### src/rtl/i2s_tx_pkg.sv
package i2s_tx_pkg;

    localparam int SAMPLE_W = 24;
    localparam int SLOT_W   = 32;
    localparam int WLEN_W   = 3;

    typedef logic [SAMPLE_W-1:0] sample_t;
    typedef logic [SLOT_W-1:0]   slot_t;

    typedef struct packed {
        sample_t left;
        sample_t right;
    } stereo_t;

    typedef enum logic [WLEN_W-1:0] {
        WL_AUTO = 3'd0,
        WL_12   = 3'd1,
        WL_16   = 3'd2,
        WL_20   = 3'd3,
        WL_24   = 3'd4,
        WL_32   = 3'd5
    } wlen_e;

    // Number of slot bits carried for a word-length code.
    function automatic int unsigned wlen_bits(logic [WLEN_W-1:0] code);
        case (wlen_e'(code))
            WL_12:   return 12;
            WL_16:   return 16;
            WL_20:   return 20;
            WL_32:   return 32;
            default: return 24;
        endcase
    endfunction

    // Place bit (len-1) of the zero-extended sample at the slot MSB.
    function automatic slot_t align_msb(sample_t s, logic [WLEN_W-1:0] code);
        slot_t z;
        z = slot_t'(s);
        return z << (SLOT_W - wlen_bits(code));
    endfunction

endpackage

### src/rtl/i2s_tx_fifo.sv
module i2s_tx_fifo
    import i2s_tx_pkg::*;
#(
    parameter  int DEPTH = 8,
    localparam int AW    = (DEPTH > 1) ? $clog2(DEPTH) : 1,
    localparam int LW    = $clog2(DEPTH + 1)
) (
    input  logic          clk,
    input  logic          rst,
    input  logic          push,
    input  logic          pop,
    input  logic          flush,
    input  stereo_t       din,
    output stereo_t       dout,
    output logic [LW-1:0] level,
    output logic          full,
    output logic          empty
);

    stereo_t        mem [DEPTH];
    logic [AW-1:0]  wp;
    logic [AW-1:0]  rp;

    function automatic logic [AW-1:0] bump(logic [AW-1:0] p);
        return (p == AW'(DEPTH - 1)) ? '0 : p + 1'b1;
    endfunction

    always_ff @(posedge clk) begin
        if (push) mem[wp] <= din;
    end

    always_ff @(posedge clk) begin
        if (rst || flush) begin
            wp    <= '0;
            rp    <= '0;
            level <= '0;
        end else begin
            if (push) wp <= bump(wp);
            if (pop)  rp <= bump(rp);
            case ({push, pop})
                2'b10:   level <= level + 1'b1;
                2'b01:   level <= level - 1'b1;
                default: level <= level;
            endcase
        end
    end

    assign full  = (level == LW'(DEPTH));
    assign empty = (level == '0);
    assign dout  = mem[rp];

    AST_NO_OVERFLOW: assert property (@(posedge clk) disable iff (rst)
        level <= LW'(DEPTH)) else $error("level past depth");
    AST_POP_NONEMPTY: assert property (@(posedge clk) disable iff (rst)
        pop |-> !empty) else $error("pop while empty");
    AST_FLUSH_EMPTIES: assert property (@(posedge clk) disable iff (rst)
        flush |=> empty) else $error("flush left data");

endmodule

### src/rtl/i2s_tx_serial.sv
module i2s_tx_serial
    import i2s_tx_pkg::*;
(
    input  logic              clk,
    input  logic              rst,
    input  logic              sclk,
    input  logic              ws,
    input  logic              active,
    input  logic [WLEN_W-1:0] wlen,
    input  logic              fifo_empty,
    input  stereo_t           fifo_pair,
    output logic              pop,
    output logic              sd
);

    logic    sclk_q, sclk_qq, ws_q;
    logic    ws_lat, ws_prev;
    logic    fall, rise, start;
    slot_t   shreg;
    sample_t right_hold;

    always_ff @(posedge clk) begin
        if (rst) begin
            sclk_q  <= 1'b0;
            sclk_qq <= 1'b0;
            ws_q    <= 1'b1;
            ws_lat  <= 1'b1;
            ws_prev <= 1'b1;
        end else begin
            sclk_q  <= sclk;
            sclk_qq <= sclk_q;
            ws_q    <= ws;
            if (rise) ws_lat  <= ws_q;
            if (fall) ws_prev <= ws_lat;
        end
    end

    assign rise  = sclk_q & ~sclk_qq;
    assign fall  = ~sclk_q & sclk_qq;
    assign start = fall & (ws_lat != ws_prev);
    assign pop   = start & ~ws_lat & active & ~fifo_empty;

    always_ff @(posedge clk) begin
        if (rst || !active) begin
            shreg      <= '0;
            right_hold <= '0;
        end else if (start) begin
            if (!ws_lat) begin
                shreg      <= pop ? align_msb(fifo_pair.left, wlen) : '0;
                right_hold <= pop ? fifo_pair.right : '0;
            end else begin
                shreg      <= align_msb(right_hold, wlen);
            end
        end else if (fall) begin
            shreg <= {shreg[SLOT_W-2:0], 1'b0};
        end
    end

    assign sd = shreg[SLOT_W-1];

    AST_IDLE_ZERO: assert property (@(posedge clk) disable iff (rst)
        !active |=> !sd) else $error("data while idle");
    AST_SD_ON_FALL: assert property (@(posedge clk) disable iff (rst)
        (active && $past(active) && !$past(fall) && !$past(rst)) |-> $stable(sd))
        else $error("data moved without falling edge");

endmodule

### src/rtl/i2s_tx_chan.sv
module i2s_tx_chan
    import i2s_tx_pkg::*;
#(
    parameter  int DEPTH  = 8,
    parameter  int TRIG_W = 4,
    localparam int LW     = $clog2(DEPTH + 1)
) (
    input  logic              clk,
    input  logic              rst,
    input  logic              sclk,
    input  logic              ws,
    input  logic              blk_en,
    input  logic              ch_en,
    input  logic              wr_left,
    input  logic              wr_right,
    input  logic [SAMPLE_W-1:0] wr_data,
    input  logic [WLEN_W-1:0] wlen,
    input  logic [TRIG_W-1:0] trig,
    input  logic              mask_empty,
    input  logic              mask_ovr,
    input  logic              flush,
    input  logic              ovr_rd,
    output logic              sd,
    output logic              irq_empty,
    output logic              irq_ovr
);

    sample_t       left_hold;
    stereo_t       fifo_in, fifo_out;
    logic [LW-1:0] level;
    logic          fifo_full, fifo_empty;
    logic          active, flush_ok, push, pop, ovr_set, ovr_flag;

    assign active   = blk_en & ch_en;
    assign flush_ok = flush & ~active;
    assign ovr_set  = wr_right & fifo_full;
    assign push     = wr_right & ~fifo_full & ~flush_ok;
    assign fifo_in  = '{left: left_hold, right: wr_data};

    always_ff @(posedge clk) begin
        if (rst) begin
            left_hold <= '0;
            ovr_flag  <= 1'b0;
        end else begin
            if (wr_left) left_hold <= wr_data;
            if (ovr_set)     ovr_flag <= 1'b1;
            else if (ovr_rd) ovr_flag <= 1'b0;
        end
    end

    i2s_tx_fifo #(.DEPTH(DEPTH)) u_fifo (
        .clk   (clk),
        .rst   (rst),
        .push  (push),
        .pop   (pop),
        .flush (flush_ok),
        .din   (fifo_in),
        .dout  (fifo_out),
        .level (level),
        .full  (fifo_full),
        .empty (fifo_empty)
    );

    i2s_tx_serial u_serial (
        .clk        (clk),
        .rst        (rst),
        .sclk       (sclk),
        .ws         (ws),
        .active     (active),
        .wlen       (wlen),
        .fifo_empty (fifo_empty),
        .fifo_pair  (fifo_out),
        .pop        (pop),
        .sd         (sd)
    );

    assign irq_empty = ~mask_empty & (32'(level) <= 32'(trig));
    assign irq_ovr   = ~mask_ovr & ovr_flag;

    AST_OVR_ON_FULL: assert property (@(posedge clk) disable iff (rst)
        (wr_right && fifo_full) |=> ovr_flag) else $error("overrun missed");
    AST_FULL_DROPS: assert property (@(posedge clk) disable iff (rst)
        (wr_right && fifo_full && !pop && !flush_ok) |=> level == $past(level))
        else $error("full write changed level");
    AST_OVR_CLEAR: assert property (@(posedge clk) disable iff (rst)
        (ovr_rd && !(wr_right && fifo_full)) |=> !ovr_flag)
        else $error("overrun not cleared");
    AST_PUSH_RAISES: assert property (@(posedge clk) disable iff (rst)
        (wr_right && !fifo_full && !pop && !flush_ok) |=> level == $past(level) + 1'b1)
        else $error("pair not committed");

endmodule

### config.mk
export PLATFORM = sky130hd
export DESIGN_NAME = i2s_tx_chan
export DESIGN_NICKNAME = d
export VERILOG_FILES = /design/src/rtl/i2s_tx_pkg.sv /design/src/rtl/i2s_tx_fifo.sv /design/src/rtl/i2s_tx_serial.sv /design/src/rtl/i2s_tx_chan.sv
export SDC_FILE = /design/constraint.sdc
export NUM_CORES = 1
export LEC_CHECK = 0
export BUFFER_PORTS_ARGS = -buffer_cell sky130_fd_sc_hd__buf_2
export CORE_UTILIZATION = 55
export CTS_CLUSTER_DIAMETER = 100
export DETAILED_ROUTE_END_ITERATION = 6
export PLACE_DENSITY = 0.73
export SETUP_SLACK_MARGIN = 0.3
export SYNTH_ARGS = -nofsm -noshare
export SYNTH_HDL_FRONTEND = slang
export SYNTH_SLANG_ARGS = --single-unit
### constraint.sdc
create_clock -name clk -period 6.1 [get_ports clk]
set_input_delay 0.305 -clock clk [delete_from_list [all_inputs] [get_ports clk]]
set_output_delay 0.305 -clock clk [all_outputs]
set_load 0.02 [all_outputs]
-- Yosys cells after proc, flatten, opt, wreduce, memory -nomap -nowiden
Memory sizes are Yosys's and may differ from the RTL's. A register that Yosys moved wholly into a read port is not among the register bits.
Index checks and enable logic that the tools add are counted.
- register bits after elaboration: 96
- bits in latches: 0
- memory bits (writable): 384
- ROM bits: 0
- input port bits: 43
- output and inout port bits: 3
- logic and storage cells: 83
- memories kept: 1
- memories (memory ; depth ; bits a word ; read ports ; clocked after Yosys merged registers in ; wr ports ; RTL line ; text):
    u_fifo.mem ; 8 ; 48 ; 1 ; 1 ; 1 ; i2s_tx_fifo.sv:20 ; stereo_t mem [DEPTH];
- $add $sub $neg: 6
- $mul: 0
- div/mod/pow operators: 0
- order comparisons: 1
- eq/ne operators: 10
- shift operators: 2
- muxes and demuxes: 21
- bitwise operators: 22
- reductions and logical operators: 8
- operator list (operator ; number):
    2-to-1 mux 32 bit ; 10
    left shift 24 x 32 -> 32 bit ; 2
    subtractor 6 x 32 -> 32 bit (first input constant) ; 2
    2-to-1 mux 24 bit ; 1
    case mux 6 bit (4 select lines) ; 1
    bitwise AND 1 bit ; 13
    2-to-1 mux 3 bit ; 4
    equality test 3 bit (second input constant) ; 3
    inverter 1 bit ; 9
    case mux 4 bit (2 select lines) ; 1
    adder 3 x 1 -> 3 bit (second input constant) ; 2
    equality test 3 x 2 -> 1 bit (second input constant) ; 2
    nonzero test 2 bit ; 3
    adder 4 x 1 -> 4 bit (second input constant) ; 1
    equality test 4 bit (second input constant) ; 1
    less-or-equal comparator 4 bit ; 1
    logical NOT 4 bit ; 1
    2-to-1 mux 1 bit ; 4
    subtractor 4 x 1 -> 4 bit (second input constant) ; 1
    equality test 3 x 1 -> 1 bit (second input constant) ; 1
    equality test 2 x 1 -> 1 bit (second input constant) ; 1
    equality test 2 bit (second input constant) ; 1
    logical OR 1 bit ; 2
    AND reduction 2 bit ; 1
    2 further kinds ; 2

-- Depth between registers and ports, before layout
Gate-level depths: netlist of the first run.
- depth in word-level cells: 10
- mapped depth: 14
- gate-level depth less buffers: 10

-- Hierarchy
Synthesis of the first run repeated with hierarchy kept, for this count alone.
- cells, all modules: 1194
- area total of the unflattened synthesis: 19964.1 um^2
- by module, submodules not included (module ; times used ; cells each ; area each (um^2) ; seq. area each (um^2)):
    i2s_tx_fifo ; 1 ; 630 ; 15260.9 ; 11791.3
    i2s_tx_serial ; 1 ; 464 ; 3661.0 ; 1221.2
    i2s_tx_chan ; 1 ; 100 ; 1042.2 ; 500.5

-- Least setup slack after synthesis of the first run
OpenSTA, ideal clock, no wires.
- kind: flip-flop to flip-flop
- start: register u_fifo.level[1]
- end: memory u_fifo.mem[0][0] (netlist name), enable pin
- setup time: 575 ps
- arrival time: 5427 ps
- data required time: 5525 ps
- slack: 99 ps
- cell stages (with the launch flop): 5
- buffers on the path: 0
- clock period less this slack: 6001 ps
- path through: dfxtp_1 nor3_1 nand2_1 nand3_1 nor4_1
- cells in the longest elaborated chain, start to end: 6
- RTL lines (what ; RTL line ; text):
    start: declaration ; i2s_tx_fifo.sv:15 ; output logic [LW-1:0] level,
    start signal: assignment ; i2s_tx_fifo.sv:41 ; 2'b10: level <= level + 1'b1;
    start signal: assignment ; i2s_tx_fifo.sv:42 ; 2'b01: level <= level - 1'b1;
    start signal: assignment ; i2s_tx_fifo.sv:43 ; default: level <= level;
    equality test 4 bit ; i2s_tx_fifo.sv:48 ; assign full = (level == LW'(DEPTH));
    inverter 1 bit ; i2s_tx_chan.sv:37 ; assign push = wr_right & ~fifo_full & ~flush_ok;
    bitwise AND 1 bit (2 in series) ; i2s_tx_chan.sv:37 ;
    2-to-1 mux 1 bit ; i2s_tx_fifo.sv:29 ; if (push) mem[wp] <= din;
    2-to-1 mux 1 bit (not written as such) ; i2s_tx_fifo.sv:29 ;
    end: declaration ; i2s_tx_fifo.sv:20 ;
No other way between the ends.

-- Final worst setup path of the first run
- start: register u_fifo.level[1]
- end: register u_fifo.level[3]
- cells in the longest elaborated chain, start to end: 6
- elaborated cells between the ends (all ways): 13
- those cells by class: add/sub: 2; eq/ne: 3; mux: 1; bitwise: 5; reduce/logical: 2
- RTL lines (what ; RTL line ; text):
    equality test 4 bit ; i2s_tx_fifo.sv:48 ;
    inverter 1 bit ; i2s_tx_chan.sv:37 ;
    bitwise AND 1 bit (2 in series) ; i2s_tx_chan.sv:37 ;
    equality test 2 x 1 -> 1 bit or equality test 2 bit (tied branches) ; i2s_tx_fifo.sv:40 ; case ({push, pop})
    case mux 4 bit (2 select lines) or nonzero test 2 bit (tied branches) ; n/a ;
Several ways; a longest one is shown, not always the timed one.
A chain may end at the register's enable or synchronous reset.

==> metrics.txt, run 1 <==
path depth of the worst reg2reg path=11; GRT Resource Usage Total=28.2%; first-pass GRT wire length=79100 um; register bit total from synthesis=483; Sinks on Clock Net=483; CP required=6.62 ns; vias in the first global route=around 13000; final wirelength=53200 um; peak supply drop=0.000390 V; total CTS buffers=between 40 and 50; Worst Setup Start Kind=flop; period utilization=about 60%; Fill cells=~2700; ranking of synthesized cells by area=edfxtp_1 55%, mux4_2 10%, dfxtp_1 9.5%; clk slew on worst S/H paths=0.06 ns; Worst Tran Pin Value=around 1.2 ns; share of cells above drive strength 1=18.9%; total gr overflow=0; reg2reg start=u_fifo.level[1]; Post-synth top flop=edfxtp_1; # IOs=46; Layout Nets=1514; Cells after Synth=1395; Synth-to-Final Area Change=12.5%; library cell with the highest instance count after synthesis=edfxtp_1; final setup fails=0; Die ar.=between 30000 and 40000 sq um; Rel. slew slack=22.8%; Die Y=roughly 200 um; RD Place Congestion=0.978; fin. max-slew vios=0; critical path type=flop to flop; count of input and output buffers=between 40 and 50; crit-path cells=nor4_1 -> or3_1 -> buf_4 -> clkinv_4 -> ha_1 -> ha_1 -> a21o_1 -> a21oi_1 -> xnor2_1 -> or3_1 -> a21oi_1; Vias=12700; core area=37000 sq um; Max-Cap Viols=0; share of the synthesized area in the top cell type=55.4%; dpl cell area=21600 sq um; post-detail-place hpwl=31600 um; DR WL/cell=26.5 um; fin crit period=3.58 ns; Worst Path Max Fanout=36; Max clock buf depth=3; largest net degree at the start of global routing=54; H-tree Lvls=2; via/cell ratio=about 6.4; Worst EP arrival=between 4 and 5 ns; post-synthesis sequential area ratio=64.9%; Fmax=~280 MHz; clock root cell=clkbuf_16; final setup TNS=0 ns; initial antenna violation count=1; Clock Skew=0.0189 ns; CP max stage delay=0.73 ns; Pwr Density=299 nW/um^2; syn_area_per_cell=roughly 15 sq um; status=complete, no violations; CP startpoint=u_fifo.level[1]; Worst Path Buf+Inv=2; Hold Crit Depth=3; post-synth top area cell=edfxtp_1; Setup WS post-layout=2.52 ns; Final ANT Viol Nets=0; P_leak=7.59 nW; FFs w/ async S/R, synth=0%; Worst Hold Class=primary input to flop; Detailed Routing Iterations Pass 1=6; Worst path depth=11; Net Count, Synth=1451; Clk Latency, worst-skew pair=0.59 ns; CP endpoint kind=flop; CP delay by family, top=simple AND/OR/NAND/NOR gates; number of synthesized flops with an enable pin=between 300 and 400; Worst path slowest cell=nor4_1; Total Power=around 7.0 mW; synth warn=0; final design area excluding fillers=23400 sq um; Post-synth top cells=384 x edfxtp_1, 136 x nor2_1, 123 x mux2i_1; dpl ws=2.41 ns; DRC Markers=0; starting density of the core=56.3%; Hold Path Origin=wr_right; Post-Syn Area=20800 sq um; final hold vios=0; Hold WS=between 0.02 and 0.025 ns; row count=70; Die X-Extent=197 um; number of library cell types mapped by synthesis=72; drt first-iter violations=around 1300; unrepaired setup endpoints after global routing=false; CTS tree=yes
cell type report:
cell class	count	area [sq um]	share of cell area, %
flip-flops and latches	483	13500	57.8
multi-input cells	810	6850	29.3
clock buffers	68	1390	5.93
repair buffers	100	706	3.01
well taps	504	631	2.69
clock inverters	24	251	1.07
inverters	14	57.6	0.246
diodes	1	2.50	0.0107
worst register-to-register path, stage by stage (launching register included):
cell and delay [ns]:
dfxtp_1 0.36, nor4_1 0.73, or3_1 0.20, buf_4 0.39
clkinv_4 0.32, ha_1 0.32, ha_1 0.29, a21o_1 0.17
a21oi_1 0.17, xnor2_1 0.10, or3_1 0.31, a21oi_1 0.14
power breakdown:
group          internal (mW)  switching (mW)
Clock                   1.77            1.26
Combinational          0.111           0.231
Sequential              3.60          0.0351
Total                   5.47            1.52
stage by stage:
step | cells | utilization, %
after CTS | 2003 | 63.3
after detailed placement | 1889 | 58.3
final | 2004 | 63.3
after floorplan | 1395 | -
after global routing | 2003 | 63.3
after global placement | 1889 | 58.3
path summary, 6_finish.rpt:
check                          to  slack, ns
setup / recovery  u_fifo.level[3]       2.52
setup reg to reg  u_fifo.level[3]       2.52
hold reg to reg   u_serial.ws_lat       0.46
hold / removal           ovr_flag       0.02
placed cells by master, fill, tap and decap left out, types with 32 or more instances in the layout:
| master | Yosys | final |
|---|---|---|
| nor2_1 | 136 | 133 |
| mux2i_1 | 123 | 123 |
| clkbuf_16 | 0 | 50 |
| mux4_2 | 96 | 96 |
| nand2_1 | 81 | 81 |
| buf_4 | 10 | 32 |
| a21oi_1 | 80 | 80 |
| o21ai_0 | 35 | 35 |
| dfxtp_1 | 99 | 96 |
| edfxtp_1 | 384 | 384 |
| buf_2 | 27 | 45 |
kinds of logic after synthesis:
kind of cell	after synthesis	share of synthesized area (%)
DFF	483	64.9
and+or+nand+nor	328	7.09
muxes	234	17.3
AOI/OAI and AO/OA	227	7.13
buffers and inverters	102	2.46
adders and majority gates	13	0.817
xor gates and xnor gates	8	0.337
flip-flops by register name, summed over array words and instances, names as in the netlist, 3 cells and up, named ones only:
signal / cells
u_fifo.level: 4
u_fifo.mem: 384
u_fifo.wp: 3
u_fifo.rp: 3
u_serial.shreg: 32
u_serial.right_hold: 24
left_hold: 24
routing by layer:
metal	vias up	part of all wire [%]	track usage (%)
met5	-	0	0
met4	0	4.1	12.7
met3	124	7.0	5.61
met2	539	47	43.8
met1	6462	42	38.7
li1	5611	-	-
timing repair:
item / 4_1_cts / 5_1_grt
hold buffers: 22 / 0
gates resized for setup: 0 / 0
setup buffers: 0 / 0
endpoints found under the hold margin: 138 / 0
(Power assumes the default switching activity.)
==> run 2: changes to the inputs <==
- PLACE_DENSITY: 0.73 -> 0.7
- clock period: 6.1 -> 3.3 ns (I/O delays scaled with it)
==> metrics.txt, run 2 (synthesis gave the netlist of run 1 again) <==
final hold vios=0 (unchanged); unrepaired setup endpoints after global routing=false (unchanged); Max clock buf depth=3 (unchanged); biggest regs=u_fifo.mem x384, u_serial.shreg x32 (unchanged); P_sw=2.79 mW (was 1.52 mW); Max-Cap Viols=0 (unchanged); core area=37000 sq um (unchanged); Hold Path Origin=wr_right (unchanged); crit-path cells=buf_4 -> mux2i_1 -> buf_4 -> mux2i_1 -> a21oi_1 -> o221ai_1 -> o2111a_1 (was nor4_1 -> or3_1 -> buf_4 -> clkinv_4 -> ha_1 -> ha_1 -> a21o_1 -> a21oi_1 -> xnor2_1 -> or3_1 -> a21oi_1); Layout Nets=1554 (was 1514); first-pass GRT wire length=82900 um (was 79100 um); vias in the first global route=13000 (was 12500); combinational share of power=5.2% (was 4.9%); CP endpoint kind=flop (unchanged); row count=70 (unchanged); dpl cell area=21900 sq um (was 21600 sq um); Worst EP arrival=3.31 ns (was 4.10 ns); clk slew on worst S/H paths=0.06 ns (about the same); Biggest register=u_fifo.mem (unchanged); period utilization=83.9% (was 58.7%); Fill cells=2690 (was 2735); post-detail-place hpwl=35100 um (was 31600 um); Layout Cells excl Fill=2042 (was 2004); DRC Markers=0 (unchanged); Synth-to-Final Area Change=14.1% (was 12.5%); starting density of the core=56.3% (unchanged); Largest register FFs=384 (unchanged); largest net degree at the start of global routing=51 (was 54); total CTS buffers=48 (was 49); DR WL/cell=27.4 um (was 26.5 um); GRT Resource Usage Total=29.7% (was 28.2%); final wirelength=56000 um (was 53200 um); final design area excluding fillers=23800 sq um (was 23400 sq um); initial antenna violation count=0 (was 1); post_cts resized=0 (unchanged); total gr overflow=0 (unchanged); critical path type=flop to flop (unchanged); H-tree Lvls=2 (unchanged); Vias=12900 (was 12700); Clock Skew=0.0267 ns (was 0.0189 ns); Worst Tran Pin Value=0.894 ns (was 1.15 ns); P_leak=7.73 nW (was 7.59 nW); Die Y=197 um (unchanged); clock root cell=clkbuf_16 (unchanged); Die ar.=38600 sq um (unchanged); fin crit period=2.77 ns (was 3.58 ns); # IOs=46 (unchanged); sequential cell area=13500 sq um (unchanged); Fmax=361 MHz (was 279 MHz); Worst path slowest cell=dfxtp_4 (was nor4_1); ANT cells=0 (was 1); CTS tree=yes (unchanged); placed cell count=1921 (was 1889); DR top layer=met4 (unchanged); CP delay by family, top=buffers and inverters (was simple AND/OR/NAND/NOR gates); fin. max-slew vios=0 (unchanged); status=complete, no violations (unchanged); most common cell after layout, fill and taps aside=edfxtp_1 (unchanged); Worst Setup Start Kind=flop (unchanged); share of cells above drive strength 1=20.1% (was 18.9%); Detailed Routing Iterations Pass 1=6 (unchanged); sequential power share=53.0% (was 51.9%); Post-Route M1 WL=23600 um (was 22400 um); commonest non-fill, non-tap cells in the layout=384 x edfxtp_1, 133 x nor2_1, 123 x mux2i_1, 96 x mux4_2, 96 x dfxtp_1 (unchanged); sw frac=22.1% (was 21.8%); Rel. slew slack=40.4% (was 22.8%); CP required=3.84 ns (was 6.62 ns); Die X-Extent=197 um (unchanged); Worst Path Buf+Inv=2 (unchanged); Worst Hold Class=primary input to flop (unchanged); count of input and output buffers=45 (unchanged); Pwr Density=533 nW/um^2 (was 299 nW/um^2); final setup fails=0 (unchanged); Clk Latency, worst-skew pair=0.60 ns (was 0.59 ns); Worst Path Max Fanout=26 (was 36); drt first-iter violations=1302 (was 1295); WL met2=26700 um (was 24900 um); Sinks on Clock Net=483 (unchanged); CP max stage delay=0.67 ns (was 0.73 ns); peak supply drop=0.000477 V (was 0.000390 V); area of the multi-input gates=6880 sq um (was 6850 sq um); DR WL met3=3870 um (was 3730 um); Final ANT Viol Nets=0 (unchanged); via/cell ratio=6.34 (was 6.36); RD Place Congestion=0.979 (was 0.978); Int Pwr=9.87 mW (was 5.47 mW); Clock power frac=41.8% (was 43.2%)
-- run 2: worst min-delay path, cell delays in order --
cell and delay, ns:
buf_2 0.12, nand3_1 0.07, buf_4 0.22, a21oi_1 0.09, nor2_1 0.07
-- run 2: per-stage QoR --
| step | total power [mW] | hold slack (ns) | setup TNS [ns] | utilization [%] | worst slack, ns |
|---|---|---|---|---|---|
| 2_1_floorplan | 7.18 | 0.264 | -0.863 | - | -0.00600 |
| 3_3_place_gp | 7.46 | 0.353 | 0 | 59.3 | 0.497 |
| 3_5_place_dp | 7.47 | 0.356 | 0 | 59.3 | 0.480 |
| 4_1_cts | 12.7 | 0.172 | 0 | 64.2 | 0.456 |
| 5_1_grt | 13.0 | 0.213 | 0 | 64.3 | 0.474 |
| 6_report | 12.7 | 0.182 | 0 | 64.3 | 0.531 |
-- run 2: final timing paths --
check                       endpoint  cells after the start  slack, ns
setup reg to reg  u_serial.shreg[13]                      7       0.53
hold / removal          u_fifo.wp[1]                      5       0.18
hold reg to reg      u_serial.ws_lat                      1       0.45
setup / recovery  u_serial.shreg[13]                      7       0.53
-- run 2: per-layer routing --
metal | up-vias | track usage (%)
met5 | - | 0
met4 | 0 | 10.3
met3 | 110 | 5.27
met2 | 533 | 47.5
met1 | 6602 | 41.2
li1 | 5700 | -
-- run 2: layout make-up --
type	count	area share (%)
Clock inverter	25	0.832
Timing Repair Buffer	141	4.82
Inverter	14	0.242
Clock buffer	65	5.59
Multi-Input combinational cell	810	28.9
Sequential cell	483	56.9
Tap cell	504	2.65
-- run 2: power groups by stage --
stage | clock (mW) | combinational, mW | sequential [mW]
CTS | 5.36 | 0.651 | 6.71
global placement | 0 | 0.619 | 6.84
global route | 5.59 | 0.697 | 6.72
finish | 5.29 | 0.656 | 6.71
floorplan | 0 | 0.357 | 6.82
detailed placement | 0 | 0.621 | 6.84
-- run 2: repair_timing --
item | 4_1_cts | 5_1_grt
buffers inserted | 0 | 1
hold buffers | 30 | 0
hold endpoints to repair | 219 | 0
setup endpoints to repair | 0 | 1
==> run 3: changes to the inputs <==
- ABC_AREA: unset -> 1
- PLACE_DENSITY: 0.7 -> 0.73
- clock period: 3.3 -> 2.5 ns (I/O delays scaled with it)
==> metrics.txt, run 3 <==
status=complete, no violations (unchanged); Worst Setup Start Kind=flop (unchanged); CP max stage delay=0.45 ns (was 0.67 ns); Fill cells=2709 (was 2690); syn_area_per_cell=10.6 sq um (was 14.9 sq um); Hold Path Origin=wr_left (was wr_right); dpl ws=0.257 ns (was 0.480 ns); clock root cell=clkbuf_16 (unchanged); Rel. slew slack=28.9% (was 40.4%); final setup fails=0 (unchanged); RD Place Congestion=0.999 (was 0.979); reg2reg start=u_fifo.level[2]; worst reg2reg path endpoint=u_fifo.mem[7][26] (was u_serial.shreg[13]); post-synthesis adder-cell area fraction=0.835% (was 0.817%); CP required=2.76 ns (was 3.84 ns); Layout Nets=2053 (was 1554); crit-path cells=inv_1 -> nand3_1 -> nand3_2 -> nor2_1 -> inv_1 -> nor2_4 -> buf_12 (was buf_4 -> mux2i_1 -> buf_4 -> mux2i_1 -> a21oi_1 -> o221ai_1 -> o2111a_1); most common cell after layout, fill and taps aside=nand2_1 (was edfxtp_1); post-synthesis mux area share=0% (was 17.3%); Post-Syn Area=20400 sq um (was 20800 sq um); biggest regs=u_fifo.mem x384, u_serial.shreg x32 (unchanged); total CTS buffers=48 (unchanged); Max clock buf depth=3 (unchanged); Hold Crit Depth=5 (unchanged); period utilization=87.1% (was 83.9%); # IOs=46 (unchanged); Largest register FFs=384 (unchanged); row count=70 (unchanged); GRT Resource Usage Total=28.6% (was 29.7%); count of input and output buffers=45 (unchanged); Total Power=16.9 mW (was 12.7 mW); Synth Area in Simple Gates=18.1% (was 7.09%); final design area excluding fillers=23500 sq um (was 23800 sq um); Die Y=195 um (was 197 um); starting density of the core=55.8% (was 56.3%); number of synthesized flops with an enable pin=384 (unchanged); final wirelength=55500 um (was 56000 um); fin. max-slew vios=0 (unchanged); P_leak=8.43 nW (was 7.73 nW); Biggest register=u_fifo.mem (unchanged); hold worst-path end=left_hold[22] (was u_fifo.wp[1]); first-pass GRT wire length=83000 um (was 82900 um); Vias=15200 (was 12900); library cell with the highest instance count after synthesis=nand2_1 (was edfxtp_1); Synth Area in Compound Gates=10.2% (was 7.13%); CP startpoint=u_fifo.level[2]; commonest non-fill, non-tap cells in the layout=440 x nand2_1, 384 x edfxtp_1, 224 x nand3_1, 177 x nor2_1, 175 x o21ai_0 (was 384 x edfxtp_1, 133 x nor2_1, 123 x mux2i_1, 96 x mux4_2, 96 x dfxtp_1); register bit total from synthesis=483 (unchanged); peak supply drop=0.000687 V (was 0.000477 V); FFs w/ async S/R, synth=0% (unchanged); largest net degree at the start of global routing=83 (was 51); Die ar.=37800 sq um (was 38600 sq um); Clk Latency, worst-skew pair=0.59 ns (was 0.60 ns); Post-Synth XOR/XNOR Area=0.166% (was 0.337%); Setup WS post-layout=0.323 ns (was 0.531 ns); Post-synth top cells=444 x nand2_1, 384 x edfxtp_1, 225 x nand3_1 (was 384 x edfxtp_1, 136 x nor2_1, 123 x mux2i_1); Sinks on Clock Net=483 (unchanged); CTS tree=yes (unchanged); post-detail-place hpwl=31900 um (was 35100 um); largest family of logic cells by synthesized area=simple AND/OR/NAND/NOR gates (was multiplexers); clk slew on worst S/H paths=0.06 ns (about the same); Max-Cap Viols=0 (unchanged); Worst Path Buf+Inv=3 (was 2); Worst Tran Pin Value=1.05 ns (was 0.894 ns); final setup TNS=0 ns (unchanged); Net Count, Synth=1975 (was 1451); Pwr Density=718 nW/um^2 (was 533 nW/um^2); DR WL/cell=22.2 um (was 27.4 um); drt first-iter violations=1693 (was 1302); Synth-to-Final Area Change=15.4% (was 14.1%); fin crit period=2.18 ns (was 2.77 ns); core area=36500 sq um (was 37000 sq um); Detailed Routing Iterations Pass 1=5 (was 6); Worst path slowest cell=nor2_4 (was dfxtp_4); Die X-Extent=195 um (was 197 um); number of library cell types mapped by synthesis=47 (was 72); Final ANT Viol Nets=0 (unchanged); Crit path top cell by count=inv_1; vias in the first global route=14400 (was 13000); Cells after Synth=1919 (was 1395); R2R Setup Slk=0.32 ns (was 0.53 ns); share of the synthesized area in the top cell type=56.6% (was 55.4%); synth warn=0 (unchanged); Worst EP arrival=2.44 ns (was 3.31 ns); unrepaired setup endpoints after global routing=true (was false); initial antenna violation count=0 (unchanged); CP delay by family, top=simple AND/OR/NAND/NOR gates (was buffers and inverters); ranking of synthesized cells by area=edfxtp_1 57%, dfxtp_1 9.7%, nand2_1 8.2% (was edfxtp_1 55%, mux4_2 10%, dfxtp_1 9.5%); Post-synth top flop=edfxtp_1 (unchanged); via/cell ratio=6.06 (was 6.34); final hold vios=0 (unchanged); path depth of the worst reg2reg path=7 (unchanged); CP endpoint kind=flop (unchanged); H-tree Lvls=2 (unchanged); Fmax=459 MHz (was 361 MHz); Clock Skew=0.0245 ns (was 0.0267 ns); post-synth top area cell=edfxtp_1 (unchanged); dpl cell area=21400 sq um (was 21900 sq um); Worst Path Max Fanout=20 (was 26); ANT cells=0 (unchanged); Worst Hold Class=primary input to flop (unchanged); critical path type=flop to flop (unchanged); total gr overflow=0 (unchanged); DRC Markers=0 (unchanged); post-synthesis sequential area ratio=66.3% (was 64.9%); share of cells above drive strength 1=11.7% (was 20.1%)
## run 3: area by class of cell
| class | count | area [sq um] | share of cell area [%] |
|---|---|---|---|
| Clock buffer | 64 | 1310 | 5.58 |
| Clock inverter | 25 | 268 | 1.14 |
| Inverter | 61 | 239 | 1.02 |
| Multi-Input combinational cell | 1255 | 6090 | 25.9 |
| Sequential cell | 483 | 13500 | 57.5 |
| Tap cell | 468 | 586 | 2.49 |
| Timing Repair Buffer | 148 | 1510 | 6.41 |
## run 3: cells by family after synthesis
kind of cell / count (synthesis)
AND/OR/NAND/NOR: 877
XOR/XNOR: 3
AO/OA/AOI/OAI: 362
flip-flops: 483
buffers and inverters: 181
adder cells (fa/ha/maj): 13
## run 3: worst min-delay path, cell delays in order
cell and delay, ns:
buf_2 0.09, inv_1 0.06, buf_4 0.19, nor2_1 0.10, nor2_1 0.05
## run 3: power by group
group / internal [mW] / total, mW / switching [mW]
combinational: 0.264 / 0.826 / 0.561
clock: 4.13 / 7.17 / 3.04
sequential: 8.81 / 8.89 / 0.0866
total: 13.2 / 16.9 / 3.68
## run 3: metal layers
| layer | part of all wire (%) | GRT usage (%) | vias up | wire length, um |
|---|---|---|---|---|
| met1 | 42 | 40.5 | 7343 | 23100 |
| met5 | 0 | 0 | - | 0 |
| met4 | 2.3 | 8.79 | 0 | 1300 |
| met3 | 8.2 | 3.85 | 104 | 4540 |
| li1 | - | - | 6941 | - |
| met2 | 48 | 46.3 | 786 | 26500 |
## run 3: timing repair
item,CTS,global route
pin swaps,0,4
cloned,0,4
gates resized for setup,1,19
endpoints found under the hold margin,221,0
setup endpoints to repair,1,24
hold buffers,33,0
setup buffers,0,5
## run 3: worst max path at each step
| stage | slack, ns | depth (start not counted) | end |
|---|---|---|---|
| after global routing | 0.14 | 15 | u_fifo.level[3] |
| final | 0.32 | 7 | u_fifo.mem[7][26] |
| after CTS | 0.33 | 8 | u_serial.shreg[2] |
| after global placement | 0.24 | 12 | u_serial.shreg[2] |
| after floorplan | -0.06 | 6 | u_fifo.mem[5][0] |
| after detailed placement | 0.26 | 12 | u_serial.shreg[2] |
## run 3: per-stage QoR
stage,utilization [%],std cells,hold WS (ns)
2_1_floorplan,-,1919,0.194
3_3_place_gp,58.5,2373,0.318
3_5_place_dp,58.5,2373,0.317
4_1_cts,63.8,2495,0.0533
5_1_grt,64.4,2504,0.118
6_report,64.4,2504,0.0747
